`src/rtl/pirq_pkg.sv`:
```
package pirq_pkg;

  // Non-secure access level held in each 2-bit field; the ordering is used
  // as a threshold: group 0 targets need G0 or more, group 1 needs G01.
  typedef enum logic [1:0] {
    NSA_NONE = 2'd0,
    NSA_G0   = 2'd1,
    NSA_G01  = 2'd2,
    NSA_ALL  = 2'd3
  } ns_acc_e;

  // Group encoding of a configuration bit.
  localparam logic GRP0 = 1'b0;
  localparam logic GRP1 = 1'b1;

endpackage

```
`src/rtl/pirq_sgi_gate.sv`:
```
module pirq_sgi_gate #(
  parameter int NUM_SGI = 16,
  parameter int ACC_W   = 2,
  localparam int IDW    = $clog2(NUM_SGI)
) (
  input  logic                     req_vld,
  input  logic [IDW-1:0]           req_id,
  input  logic                     req_g1,
  input  logic                     req_ns,
  input  logic                     sec_en,
  input  logic [NUM_SGI-1:0]       grp_cfg,
  input  logic [NUM_SGI*ACC_W-1:0] nsac,
  output logic [NUM_SGI-1:0]       set_vec
);
  import pirq_pkg::*;

  // One small filter per target; only the addressed one can fire.
  for (genvar i = 0; i < NUM_SGI; i++) begin : g_tgt
    logic             hit;
    logic             cfg_g;
    logic             eff_g;
    logic             grp_ok;
    logic [ACC_W-1:0] acc;
    logic             acc_ok;

    always_comb begin
      hit   = req_vld && (req_id == IDW'(i));
      cfg_g = grp_cfg[i];
      // A group 1 request toward a group 0 target is demoted to group 0.
      eff_g = (req_g1 && cfg_g == GRP0) ? GRP0 : req_g1;
      grp_ok = (eff_g == cfg_g);
      acc   = nsac[i*ACC_W +: ACC_W];
      if (req_ns && sec_en) begin
        if (cfg_g == GRP1) acc_ok = (acc >= ACC_W'(NSA_G01));
        else               acc_ok = (acc >= ACC_W'(NSA_G0));
      end else begin
        acc_ok = 1'b1;
      end
      set_vec[i] = hit && grp_ok && acc_ok;
    end
  end

endmodule

```
`src/rtl/pirq_line_sense.sv`:
```
module pirq_line_sense #(
  parameter int NUM_PPI = 16
) (
  input  logic               clk,
  input  logic               rst,
  input  logic [NUM_PPI-1:0] line_in,
  input  logic [NUM_PPI-1:0] edge_cfg,
  output logic [NUM_PPI-1:0] lvl_next,
  output logic [NUM_PPI-1:0] edge_set
);

  logic [NUM_PPI-1:0] lvl_q;

  for (genvar i = 0; i < NUM_PPI; i++) begin : g_line
    logic changed;

    always_comb begin
      changed     = (line_in[i] != lvl_q[i]);
      lvl_next[i] = changed ? line_in[i] : lvl_q[i];
      // Only a rising change on an edge-configured line latches.
      edge_set[i] = changed && line_in[i] && edge_cfg[i];
    end

    always_ff @(posedge clk) begin
      if (rst)          lvl_q[i] <= 1'b0;
      else if (changed) lvl_q[i] <= line_in[i];
    end
  end

endmodule

```
`src/rtl/pirq_latch_bank.sv`:
```
module pirq_latch_bank #(
  parameter int WIDTH = 32
) (
  input  logic             clk,
  input  logic             rst,
  input  logic [WIDTH-1:0] hw_set,
  input  logic [WIDTH-1:0] sw_set,
  input  logic [WIDTH-1:0] sw_clr,
  input  logic [WIDTH-1:0] lvl_view,
  output logic [WIDTH-1:0] pend_q,
  output logic [WIDTH-1:0] eff_q,
  output logic             upd_q
);

  logic [WIDTH-1:0] pend_n;
  logic [WIDTH-1:0] eff_n;

  always_comb begin
    // Clear first, then software set, then hardware set on top.
    pend_n = ((pend_q & ~sw_clr) | sw_set) | hw_set;
    eff_n  = pend_n | lvl_view;
  end

  always_ff @(posedge clk) begin
    if (rst) begin
      pend_q <= '0;
      eff_q  <= '0;
      upd_q  <= 1'b0;
    end else begin
      pend_q <= pend_n;
      eff_q  <= eff_n;
      upd_q  <= (pend_n != pend_q) || (eff_n != eff_q);
    end
  end

endmodule

```
`src/rtl/pirq_pend_tracker.sv`:
```
module pirq_pend_tracker #(
  parameter int NUM_SGI = 16,
  parameter int NUM_PPI = 16,
  parameter int ACC_W   = 2,
  localparam int TOTAL  = NUM_SGI + NUM_PPI,
  localparam int IDW    = $clog2(NUM_SGI)
) (
  input  logic                     clk,
  input  logic                     rst,
  input  logic                     sec_en,
  input  logic [TOTAL-1:0]         grp_cfg,
  input  logic [NUM_PPI-1:0]       edge_cfg,
  input  logic [NUM_SGI*ACC_W-1:0] nsac,
  input  logic [NUM_PPI-1:0]       ppi_level,
  input  logic                     sgi_req,
  input  logic [IDW-1:0]           sgi_id,
  input  logic                     sgi_g1,
  input  logic                     sgi_ns,
  input  logic [TOTAL-1:0]         sw_set,
  input  logic [TOTAL-1:0]         sw_clr,
  output logic [TOTAL-1:0]         pend,
  output logic [TOTAL-1:0]         eff_pend,
  output logic                     upd
);

  logic [NUM_SGI-1:0] sgi_set;
  logic [NUM_PPI-1:0] lvl_next;
  logic [NUM_PPI-1:0] ppi_set;
  logic [TOTAL-1:0]   hw_set;
  logic [TOTAL-1:0]   lvl_view;

  pirq_sgi_gate #(
    .NUM_SGI (NUM_SGI),
    .ACC_W   (ACC_W)
  ) u_gate (
    .req_vld (sgi_req),
    .req_id  (sgi_id),
    .req_g1  (sgi_g1),
    .req_ns  (sgi_ns),
    .sec_en  (sec_en),
    .grp_cfg (grp_cfg[NUM_SGI-1:0]),
    .nsac    (nsac),
    .set_vec (sgi_set)
  );

  pirq_line_sense #(
    .NUM_PPI (NUM_PPI)
  ) u_sense (
    .clk      (clk),
    .rst      (rst),
    .line_in  (ppi_level),
    .edge_cfg (edge_cfg),
    .lvl_next (lvl_next),
    .edge_set (ppi_set)
  );

  always_comb begin
    hw_set   = {ppi_set, sgi_set};
    lvl_view = {lvl_next & ~edge_cfg, {NUM_SGI{1'b0}}};
  end

  pirq_latch_bank #(
    .WIDTH (TOTAL)
  ) u_bank (
    .clk      (clk),
    .rst      (rst),
    .hw_set   (hw_set),
    .sw_set   (sw_set),
    .sw_clr   (sw_clr),
    .lvl_view (lvl_view),
    .pend_q   (pend),
    .eff_q    (eff_pend),
    .upd_q    (upd)
  );

endmodule

```
`config.mk`:
```
export PLATFORM = sky130hd
export DESIGN_NAME = pirq_pend_tracker
export DESIGN_NICKNAME = d
export VERILOG_FILES = /design/src/rtl/pirq_pkg.sv /design/src/rtl/pirq_sgi_gate.sv /design/src/rtl/pirq_line_sense.sv /design/src/rtl/pirq_latch_bank.sv /design/src/rtl/pirq_pend_tracker.sv
export SDC_FILE = /design/constraint.sdc
export NUM_CORES = 1
export LEC_CHECK = 0
export BUFFER_PORTS_ARGS = -buffer_cell sky130_fd_sc_hd__buf_2
export CORE_MARGIN = 2
export CORE_UTILIZATION = 23
export CTS_BUF_LIST = sky130_fd_sc_hd__clkbuf_4
export CTS_CLUSTER_DIAMETER = 80
export DETAILED_ROUTE_END_ITERATION = 10
export GPL_ROUTABILITY_DRIVEN = 1
export PLACE_DENSITY = 0.56
export SYNTH_ARGS = -nofsm -noshare
export SYNTH_HDL_FRONTEND = slang
export SYNTH_HIERARCHICAL = 1
export SYNTH_SLANG_ARGS = --single-unit
```
`constraint.sdc`:
```
create_clock -name clk -period 2.5 [get_ports clk]
set_input_delay 0.375 -clock clk [delete_from_list [all_inputs] [get_ports clk]]
set_output_delay 0.375 -clock clk [all_outputs]
set_load 0.005 [all_outputs]
```
======== Word level (Yosys, flattened, before mapping) ========
Cells that the tools add are included.
word-level totals
  output and inout port bits .............. 65
  word-level logic and storage cells ...... 286
  register bits ........................... 81
operators by class
  mux-type cells .......................... 64
  magnitude comparators ................... 32
  bitwise logic cells ..................... 23
  reduce and logical (&&, ||, !) cells .... 99
  eq/ne operators ......................... 49
operators by type and width
  cell                  count
  $logic_and A1 B1 Y1   97
  $or A32 B32 Y32       3
  $mux W1               64
  $ne A32 B32 Y1        2
  $and A32 B32 Y32      1
  $eq A4 B4 Y1 const B  8
  $ge A2 B1 Y1 const B  16
  $ge A2 B2 Y1 const B  16
  $not A32 Y32          1
  $and A16 B16 Y16      1
  $eq A1 B1 Y1          16
  $eq A4 B3 Y1 const B  4
  $ne A1 B1 Y1          16
  $not A1 Y1            16
  $not A16 Y16          1
  $eq A4 B2 Y1 const B  2
  $eq A4 B1 Y1 const B  1
  $logic_not A4 Y1      1
  $logic_or A1 B1 Y1    1

======== Logic depth before layout (Yosys ltp) ========
Gate-level depths: netlist of the first run.
  word-level depth ........................ 10
  gate-level depth with buffers ........... 10
  depth with buffers taken out ............ 9

======== Cells and area by module ========
Netlist of the first run, hierarchy kept.
modules (own cells, without submodules)
  module             area each (µm²)  cells an instance  instances  sequential area each (µm²)
  pirq_latch_bank    3,105.5          351                1          1,301.2
  pirq_line_sense    664.4            65                 1          320.3
  pirq_sgi_gate      415.4            60                 1          0.0
  pirq_pend_tracker  224.0            17                 1          0.0

======== Least setup slack after synthesis of the first run ========
OpenSTA, ideal clock, no wires.
  path type ............................... input -> register
  start ................................... input sgi_ns
  end ..................................... register u_bank.upd_q
  stages on the path ...................... 10
  path buffers ............................ 1
  data required time ...................... 2,369 ps
  setup slack ............................. 225 ps
  data arrival time ....................... 2,144 ps
  setup time .............................. 131 ps
  cell sequence ........................... nand2_1 > buf_2 > nor3_1 > a2111oi_0 > nor2_1 > nand3_1 > o21ai_0 > or4_1 > nor4_1 > a31oi_1
on the way
  cells in the longest elaborated chain, start to end .. 7
  elaborated cells on any way between the ends .. 38
ends and longest elaborated chain
  item                     RTL line                 RTL
  from (decl)              pirq_pend_tracker.sv:18  input logic sgi_ns,
  $logic_and A1 B1 Y1 (*)  pirq_sgi_gate.sv:33      if (req_ns && sec_en) begin
  $mux W1 (*)              pirq_sgi_gate.sv:33
  $logic_and A1 B1 Y1 (*)  pirq_sgi_gate.sv:39      set_vec[i] = hit && grp_ok && acc_ok;
  via sgi_set[13]          pirq_pend_tracker.sv:26  logic [NUM_SGI-1:0] sgi_set;
  $or A32 B32 Y32 (*)      pirq_latch_bank.sv:20    pend_n = ((pend_q & ~sw_clr) | sw_set) | hw_set;
  $or A32 B32 Y32          pirq_latch_bank.sv:21    eff_n = pend_n | lvl_view;
  $ne A32 B32 Y1           pirq_latch_bank.sv:32    upd_q <= (pend_n != pend_q) || (eff_n != eff_q);
  $logic_or A1 B1 Y1 (*)   pirq_latch_bank.sv:32
  to (signal assigned)     pirq_latch_bank.sv:32
  to (decl)                pirq_latch_bank.sv:12    output logic upd_q
Mark *: on every way through the listed nets, which the timed path passes. The rest lies on a longest branch.
A chain may end at the register's enable or synchronous reset.

======== Worst setup path after layout of the first run ========
  start ................................... input sgi_id[0]
  end ..................................... register u_bank.upd_q
on the way
  cells in the longest elaborated chain, start to end .. 8
  elaborated cells on any way between the ends .. 69
ends and longest elaborated chain
  item                                  RTL line                 RTL
  from (decl)                           pirq_pend_tracker.sv:16  input logic [IDW-1:0] sgi_id,
  $eq A4 B4 Y1 (*)                      pirq_sgi_gate.sv:27      hit = req_vld && (req_id == IDW'(i));
  $logic_and A1 B1 Y1 (*)               pirq_sgi_gate.sv:27
  $logic_and A1 B1 Y1 (*) (2 in a row)  pirq_sgi_gate.sv:39
  via sgi_set[14]                       pirq_pend_tracker.sv:26
  $or A32 B32 Y32 (*)                   pirq_latch_bank.sv:20
  $or A32 B32 Y32                       pirq_latch_bank.sv:21
  $ne A32 B32 Y1                        pirq_latch_bank.sv:32
  $logic_or A1 B1 Y1 (*)                pirq_latch_bank.sv:32
Marks and branches as above.

==> results of run 1 <==
synthesized netlist by cell type (all sizes together) (4+ instances only):
cell type / instances
clkbuf: 24
nor4: 8
a2111oi: 18
nand4: 9
o21ai: 8
nand3: 10
mux2i: 11
a21oi: 31
xor2: 32
o32ai: 4
nand2b: 31
nor3: 18
and2b: 6
nor2b: 43
dfxtp: 81
nor2: 66
nand2: 20
and3b: 45
kinds of logic (layout without fill, tap and decap cells):
group | Yosys count | count (layout) | share of synthesized area (%)
XOR/XNOR | 32 | 32 | 6.36
multiplexers | 11 | 11 | 2.50
AO/OA/AOI/OAI | 70 | 70 | 11.8
AND/OR/NAND/NOR | 269 | 269 | 39.6
flip-flops | 81 | 81 | 36.8
buffers and inverters | 29 | 285 | 2.89
other | 1 | 16 | 0.0850
layer usage:
metal / routed length [um] / vias to the layer above
met5: 0 / -
met4: 140 / 0
met3: 1160 / 11
met2: 7040 / 146
met1: 6880 / 1973
li1: - / 2244
cell type report:
cell class / count / area, um2
clock inverters: 7 / 143
flip-flops and latches: 81 / 1620
clock buffers: 9 / 67.6
multi-input cells: 398 / 2720
repair buffers: 266 / 1480
well taps: 234 / 293
fillers: 2018 / 12400
inverters: 3 / 11.3
metrics by stage:
stage	power, uW	cells
2_1_floorplan	1810	508
3_3_place_gp	2190	982
3_5_place_dp	2200	982
4_1_cts	3350	998
5_1_grt	3470	998
6_report	3290	998
flip-flops by register name, summed over array words and instances, names as in the netlist:
name	cells
u_bank/pend_q	32
u_bank/upd_q	1
u_bank/eff_q	32
u_sense/lvl_q	16
where the power goes:
part | switching [uW] | total, uW | internal (uW) | leakage (uW)
clock | 523 | 1130 | 608 | 0.000110
sequential | 66.4 | 1450 | 1380 | 0.000679
combinational | 346 | 710 | 364 | 0.00231
worst max path at each step:
stage	start	to	slack, ns	depth (start not counted)
3_3_place_gp	sgi_id[0]	u_bank/upd_q$_SDFF_PP0_	-0.53	12
3_5_place_dp	sgi_id[0]	u_bank/upd_q$_SDFF_PP0_	-0.48	12
6_report	sgi_id[0]	u_bank/upd_q$_SDFF_PP0_	0.06	12
2_1_floorplan	sgi_ns	u_bank/upd_q$_SDFF_PP0_	0.22	10
4_1_cts	sgi_id[0]	u_bank/upd_q$_SDFF_PP0_	0.04	12
5_1_grt	sgi_id[0]	u_bank/upd_q$_SDFF_PP0_	0.05	12
==> results.md, run 1 <==
* Mapped Avg Cell Area at a little under 9 um2
* GRT Residual Overflow at 0
* Crit-path max FO at 3
* IO Port Bufs at approximately 220
* Global-route wire length before repair at 21,900 um
* Count of cells resized by post-cts repair at 0
* Static Leak at 0.00310 uW
* Most common cell after layout, fill and taps aside: buf_2
* Setup TNS at 0 ns
* Post-synth ARST share at 0%
* Min-Delay Endpoint: u_sense/lvl_q[0]$_SDFF_PP0_
* Worst Hold Class: in2reg
* DRC errors left at 0
* Met3 Use GR at under 10%
* Worst reg2reg path startpoint: u_sense/lvl_q[6]$_SDFF_PP0_
* Number of DRC markers in iteration 0 at approximately 150
* Commonest cells after routing, fill and taps aside: buf_2 (217), dfxtp_1 (81), nor2_1 (65)
* Share of cells above drive strength 1 at 42.9%
* Hold Violations, Final at 0
* Period utilization at a little under 100%
* Dpl hpwl at 12,700 um
* Area leader, netlist: dfxtp_1
* Critical path class: in2reg
* Drt via density at 4.38
* Final instance area at 6330 um2
* Clock root cell: clkbuf_4
* Die height at 142 um
* Placed instance area at between 6000 and 7000 um2
* Die Wd at 142 um
* Core area at ~19,000 um2
* Row count at 50
* Number of enable flip-flop cells after synthesis at 0
* Setup Skew at approximately 0.012 ns
* Unrepaired setup endpoints after global routing: false
* TritonRoute pass-1 iters at 4
* Critical path cell sequence: buf_2, buf_4, nand2b_1, buf_4, a2111oi_1, buf_4, o32ai_1, nor4_1, buf_4, nand4_1, nor4_1, a31oi_1
* Hold path startpoint: ppi_level[0]
* Drt total wl at ~15,000 um
* Ant diodes at 0
* R2r endpoint: u_bank/upd_q$_SDFF_PP0_
* Worst path slowest cell: a2111oi_1
* Status: complete, no violations
* CP dominant cell by count: buf_4
* Mapped cell area at approximately 4400 um2
* Count of hold-fix buffers inserted at cts at 0
* Ys Warns at 6
* Worst r2r path cells at 7
* Pre-CTS worst setup slack at -0.476 ns
* Initial antenna violation count at 0
* Clock sink total at between 80 and 90
* Gate Count Post-Synth at 493
* WHS at 0.142 ns
* P per Cell Area at 520 nW/um2
* Fin crit period at 2.44 ns
* Slew margin rel. at about three fifths
* Reg clk slew, reported paths at ~0.15 ns
* Vias in the first global route at 4,116
* R2R Setup Slk at ~0.45 ns
* Gr busiest metal: met2
* Slowest stage delay, CP at 0.54 ns
* Wirelength per Cell at between 15 and 20 um
* Met1 GRT Util at 18.2%
* Initial core utilization at 23.5%
* CTS buffer count at 9
* Crit path max-delay family: simple AND/OR/NAND/NOR gates
* Clock H-tree levels at 3
* Worst Path Arrival at ~2.8 ns
* Final RePlAce weighted congestion at 0.776
* Post-DRT Antenna Nets at 0
* WP buf/inv at 5
* Cell variety after synth at 44
* Setup Buffers After CTS at 0
* Met2 usage at 24.4%
* I/O pins at approximately 240
* Max Slew Vio Count at 0
* Register area share after synthesis at 36.8%
* FMAX at 411 MHz
* Required time of the critical path at ~2.8 ns
* Post-synth top area share at between 30% and 40%
* Setup crit start kind: primary input
* CTS tree: built
* CP Capture Type: flop
* Main flop type after synthesis: dfxtp_1
* Peak supply drop at roughly 0.00024 V
* GRT Overall Usage at 14.5%
* Final worst slack at 0.0639 ns
* Hold Crit Depth at 2
* #FFs+latches synth at 81
* Area contributors post-synth: dfxtp_1 (37%), and3b_1 (8.9%), xor2_1 (6.4%), nor2_1 (5.5%), nor2b_4 (5.0%)
* Largest net degree at the start of global routing at 50
* Max-cap check violation count at 0
* Worst-Margin Slew at 0.601 ns
* Clock Path Buffers at 2
* Via count at approximately 4,400
* Final net count at 929
* Final setup vio count at 0
* Skew-Pair Late Insertion Delay at roughly 0.45 ns
* Area Overhead vs Synth at 43.6%
* Fin util at around a third
* Die area at 20,300 um2
(Power assumes the default switching activity.)
==> run 2, diff against run 1 <==
CTS_BUF_LIST = sky130_fd_sc_hd__clkbuf_8 sky130_fd_sc_hd__clkbuf_16   (was sky130_fd_sc_hd__clkbuf_4)
==> results.md, run 2 (synthesis gave the netlist of run 1 again) <==
* Status: complete, no violations (unchanged)
* Clock H-tree levels at 3 (unchanged)
* Dpl hpwl at 12,700 um (unchanged)
* Most common cell after layout, fill and taps aside: buf_2 (unchanged)
* Pre-CTS worst setup slack at -0.476 ns (unchanged)
* Number of DRC markers in iteration 0 at 171 (was 152)
* Switching Share at 25.9% (was 28.4%)
* Clock root cell: clkbuf_16 (was clkbuf_4)
* Die Wd at 142 um (unchanged)
* CTS buffer count at 9 (unchanged)
* Setup crit start kind: primary input (unchanged)
* Worst path slowest cell: or4_1 (was a2111oi_1)
* Row count at 50 (unchanged)
* Crit-path max FO at 13 (was 3)
* Initial antenna violation count at 0 (unchanged)
* Final setup vio count at 0 (unchanged)
* Skew-Pair Late Insertion Delay at 0.35 ns (was 0.45 ns)
* Worst-Margin Slew at 0.595 ns (was 0.601 ns)
* Combinational share of power at 18.8% (was 21.6%)
* Die area at 20,300 um2 (unchanged)
* Slew margin rel. at 60.3% (was 59.9%)
* Initial core utilization at 23.5% (unchanged)
* Vias in the first global route at 4,130 (was 4,116)
* Post-DRT Antenna Nets at 0 (unchanged)
* Setup Skew at 0.00576 ns (was 0.0124 ns)
* Peak supply drop at 0.000301 V (was 0.000243 V)
* Slowest stage delay, CP at 0.60 ns (was 0.54 ns)
* Final worst slack at 0.135 ns (was 0.0639 ns)
* Area Overhead vs Synth at 48.5% (was 43.6%)
* Ant diodes at 0 (unchanged)
* Placed instance area at 6120 um2 (unchanged)
* Static Leak at 0.00318 uW (was 0.00310 uW)
* Cell internal pwr at 2830 uW (was 2350 uW)
* Final RePlAce weighted congestion at 0.776 (unchanged)
* Fin util at 34.9% (was 33.7%)
* Die height at 142 um (unchanged)
* Flop pwr share at 37.9% (was 44.0%)
* Max Slew Vio Count at 0 (unchanged)
* TritonRoute pass-1 iters at 5 (was 4)
* Reg clk slew, reported paths at 0.06 ns (was 0.15 ns)
* GRT Residual Overflow at 0 (unchanged)
* Count of hold-fix buffers inserted at cts at 0 (unchanged)
* Final instance area at 6550 um2 (was 6330 um2)
* IO Port Bufs at 218 (unchanged)
* GRT Overall Usage at 14.5% (about the same)
* Share of cells above drive strength 1 at 43.9% (was 42.9%)
* WHS at 0.265 ns (was 0.142 ns)
* Max-cap check violation count at 0 (unchanged)
* P per Cell Area at 583 nW/um2 (was 520 nW/um2)
* Period utilization at 94.6% (was 97.4%)
* Hold Violations, Final at 0 (unchanged)
* Drt total wl at 15,200 um (about the same)
* Required time of the critical path at 2.71 ns (was 2.83 ns)
* I/O pins at 235 (unchanged)
* Clock sink total at 81 (unchanged)
* Top flop regs: u_bank/eff_q (32), u_bank/pend_q (32), u_sense/lvl_q (16) (unchanged)
* Core area at 18,800 um2 (unchanged)
* NetSw at 991 uW (was 935 uW)
* Global-route wire length before repair at 21,900 um (about the same)
* Critical path cell sequence: buf_2, clkinvlp_4, a2111oi_1, buf_4, nor2_1, nand3_1, o21ai_0, or4_1, nor4_1, a31oi_1 (was buf_2, buf_4, nand2b_1, buf_4, a2111oi_1, buf_4, o32ai_1, nor4_1, buf_4, nand4_1, nor4_1, a31oi_1)
* Fin crit period at 2.36 ns (was 2.44 ns)
* Clock Path Buffers at 2 (unchanged)
* FMAX at 423 MHz (was 411 MHz)
* Clock power share at 43.3% (was 34.4%)
* DRC errors left at 0 (unchanged)
* Largest net degree at the start of global routing at 50 (unchanged)
* Drt via density at 4.37 (was 4.38)
* Fillers at 1,997 (was 2,018)
* CTS tree: built (unchanged)
* Critical path class: in2reg (unchanged)
* Commonest cells after routing, fill and taps aside: buf_2 (217), dfxtp_1 (81), nor2_1 (65) (unchanged)
* Final net count at 932 (was 929)
* Worst Hold Class: in2reg (unchanged)
* Via count at 4,376 (was 4,374)
* Wirelength per Cell at 15.2 um (was 15.3 um)
* Worst Path Arrival at 2.57 ns (was 2.76 ns)
* CP Capture Type: flop (unchanged)
## run 2: layout make-up
cell class              instances  area, um2  area share [%]
inverters                       3       15.0           0.229
flip-flops and latches         81       1620            24.8
repair buffers                269       1500            22.9
multi-input cells             398       2750            42.0
well taps                     234        293            4.47
clock inverters                 7        143            2.18
clock buffers                   9        225            3.44
## run 2: critical path: cells and delay by family
kind                   cells  cell delay, ns
buffers and inverters      3            0.54
AO/OA/AOI/OAI              3            0.63
AND/OR/NAND/NOR            4            1.02
## run 2: metal layers
| metal | share of wire [%] | vias to the layer above | wire [um] | track usage, % |
|---|---|---|---|---|
| li1 | - | 2250 | - | - |
| met1 | 45 | 1971 | 6850 | 18.1 |
| met2 | 47 | 142 | 7100 | 24.3 |
| met3 | 7.6 | 13 | 1160 | 4.48 |
| met4 | 0.87 | 0 | 133 | 3.60 |
| met5 | 0 | - | 0 | 0 |
## run 2: power groups by stage
stage,Clock (uW),Sequential [uW],Combinational [uW]
global placement,0,1480,718
CTS,1710,1450,726
finish,1650,1450,719
floorplan,0,1480,333
global route,1760,1460,797
detailed placement,0,1480,720
## run 2: final timing paths
kind	from	to	slack [ns]	depth (start not counted)
worst max-delay path	sgi_g1	u_bank/upd_q$_SDFF_PP0_	0.14	10
worst min-delay path	ppi_level[5]	u_sense/lvl_q[5]$_SDFF_PP0_	0.26	2
worst max register to register	u_sense/lvl_q[6]$_SDFF_PP0_	u_bank/upd_q$_SDFF_PP0_	0.56	7
worst min register to register	u_bank/pend_q[5]$_SDFF_PP0_	u_bank/pend_q[5]$_SDFF_PP0_	0.52	2
## run 2: repair_timing
item | CTS | global route
gates resized for setup | 2 | 8
setup endpoints to repair | 1 | 1
setup buffers | 0 | 3
## run 2: stage by stage
| stage | instances | TNS, ns | power (uW) |
|---|---|---|---|
| after global routing | 1001 | -0.00520 | 4020 |
| final | 1001 | 0 | 3820 |
| after floorplan | 508 | 0 | 1810 |
| after detailed placement | 982 | -0.476 | 2200 |
| after CTS | 998 | 0 | 3880 |
| after global placement | 982 | -0.534 | 2190 |
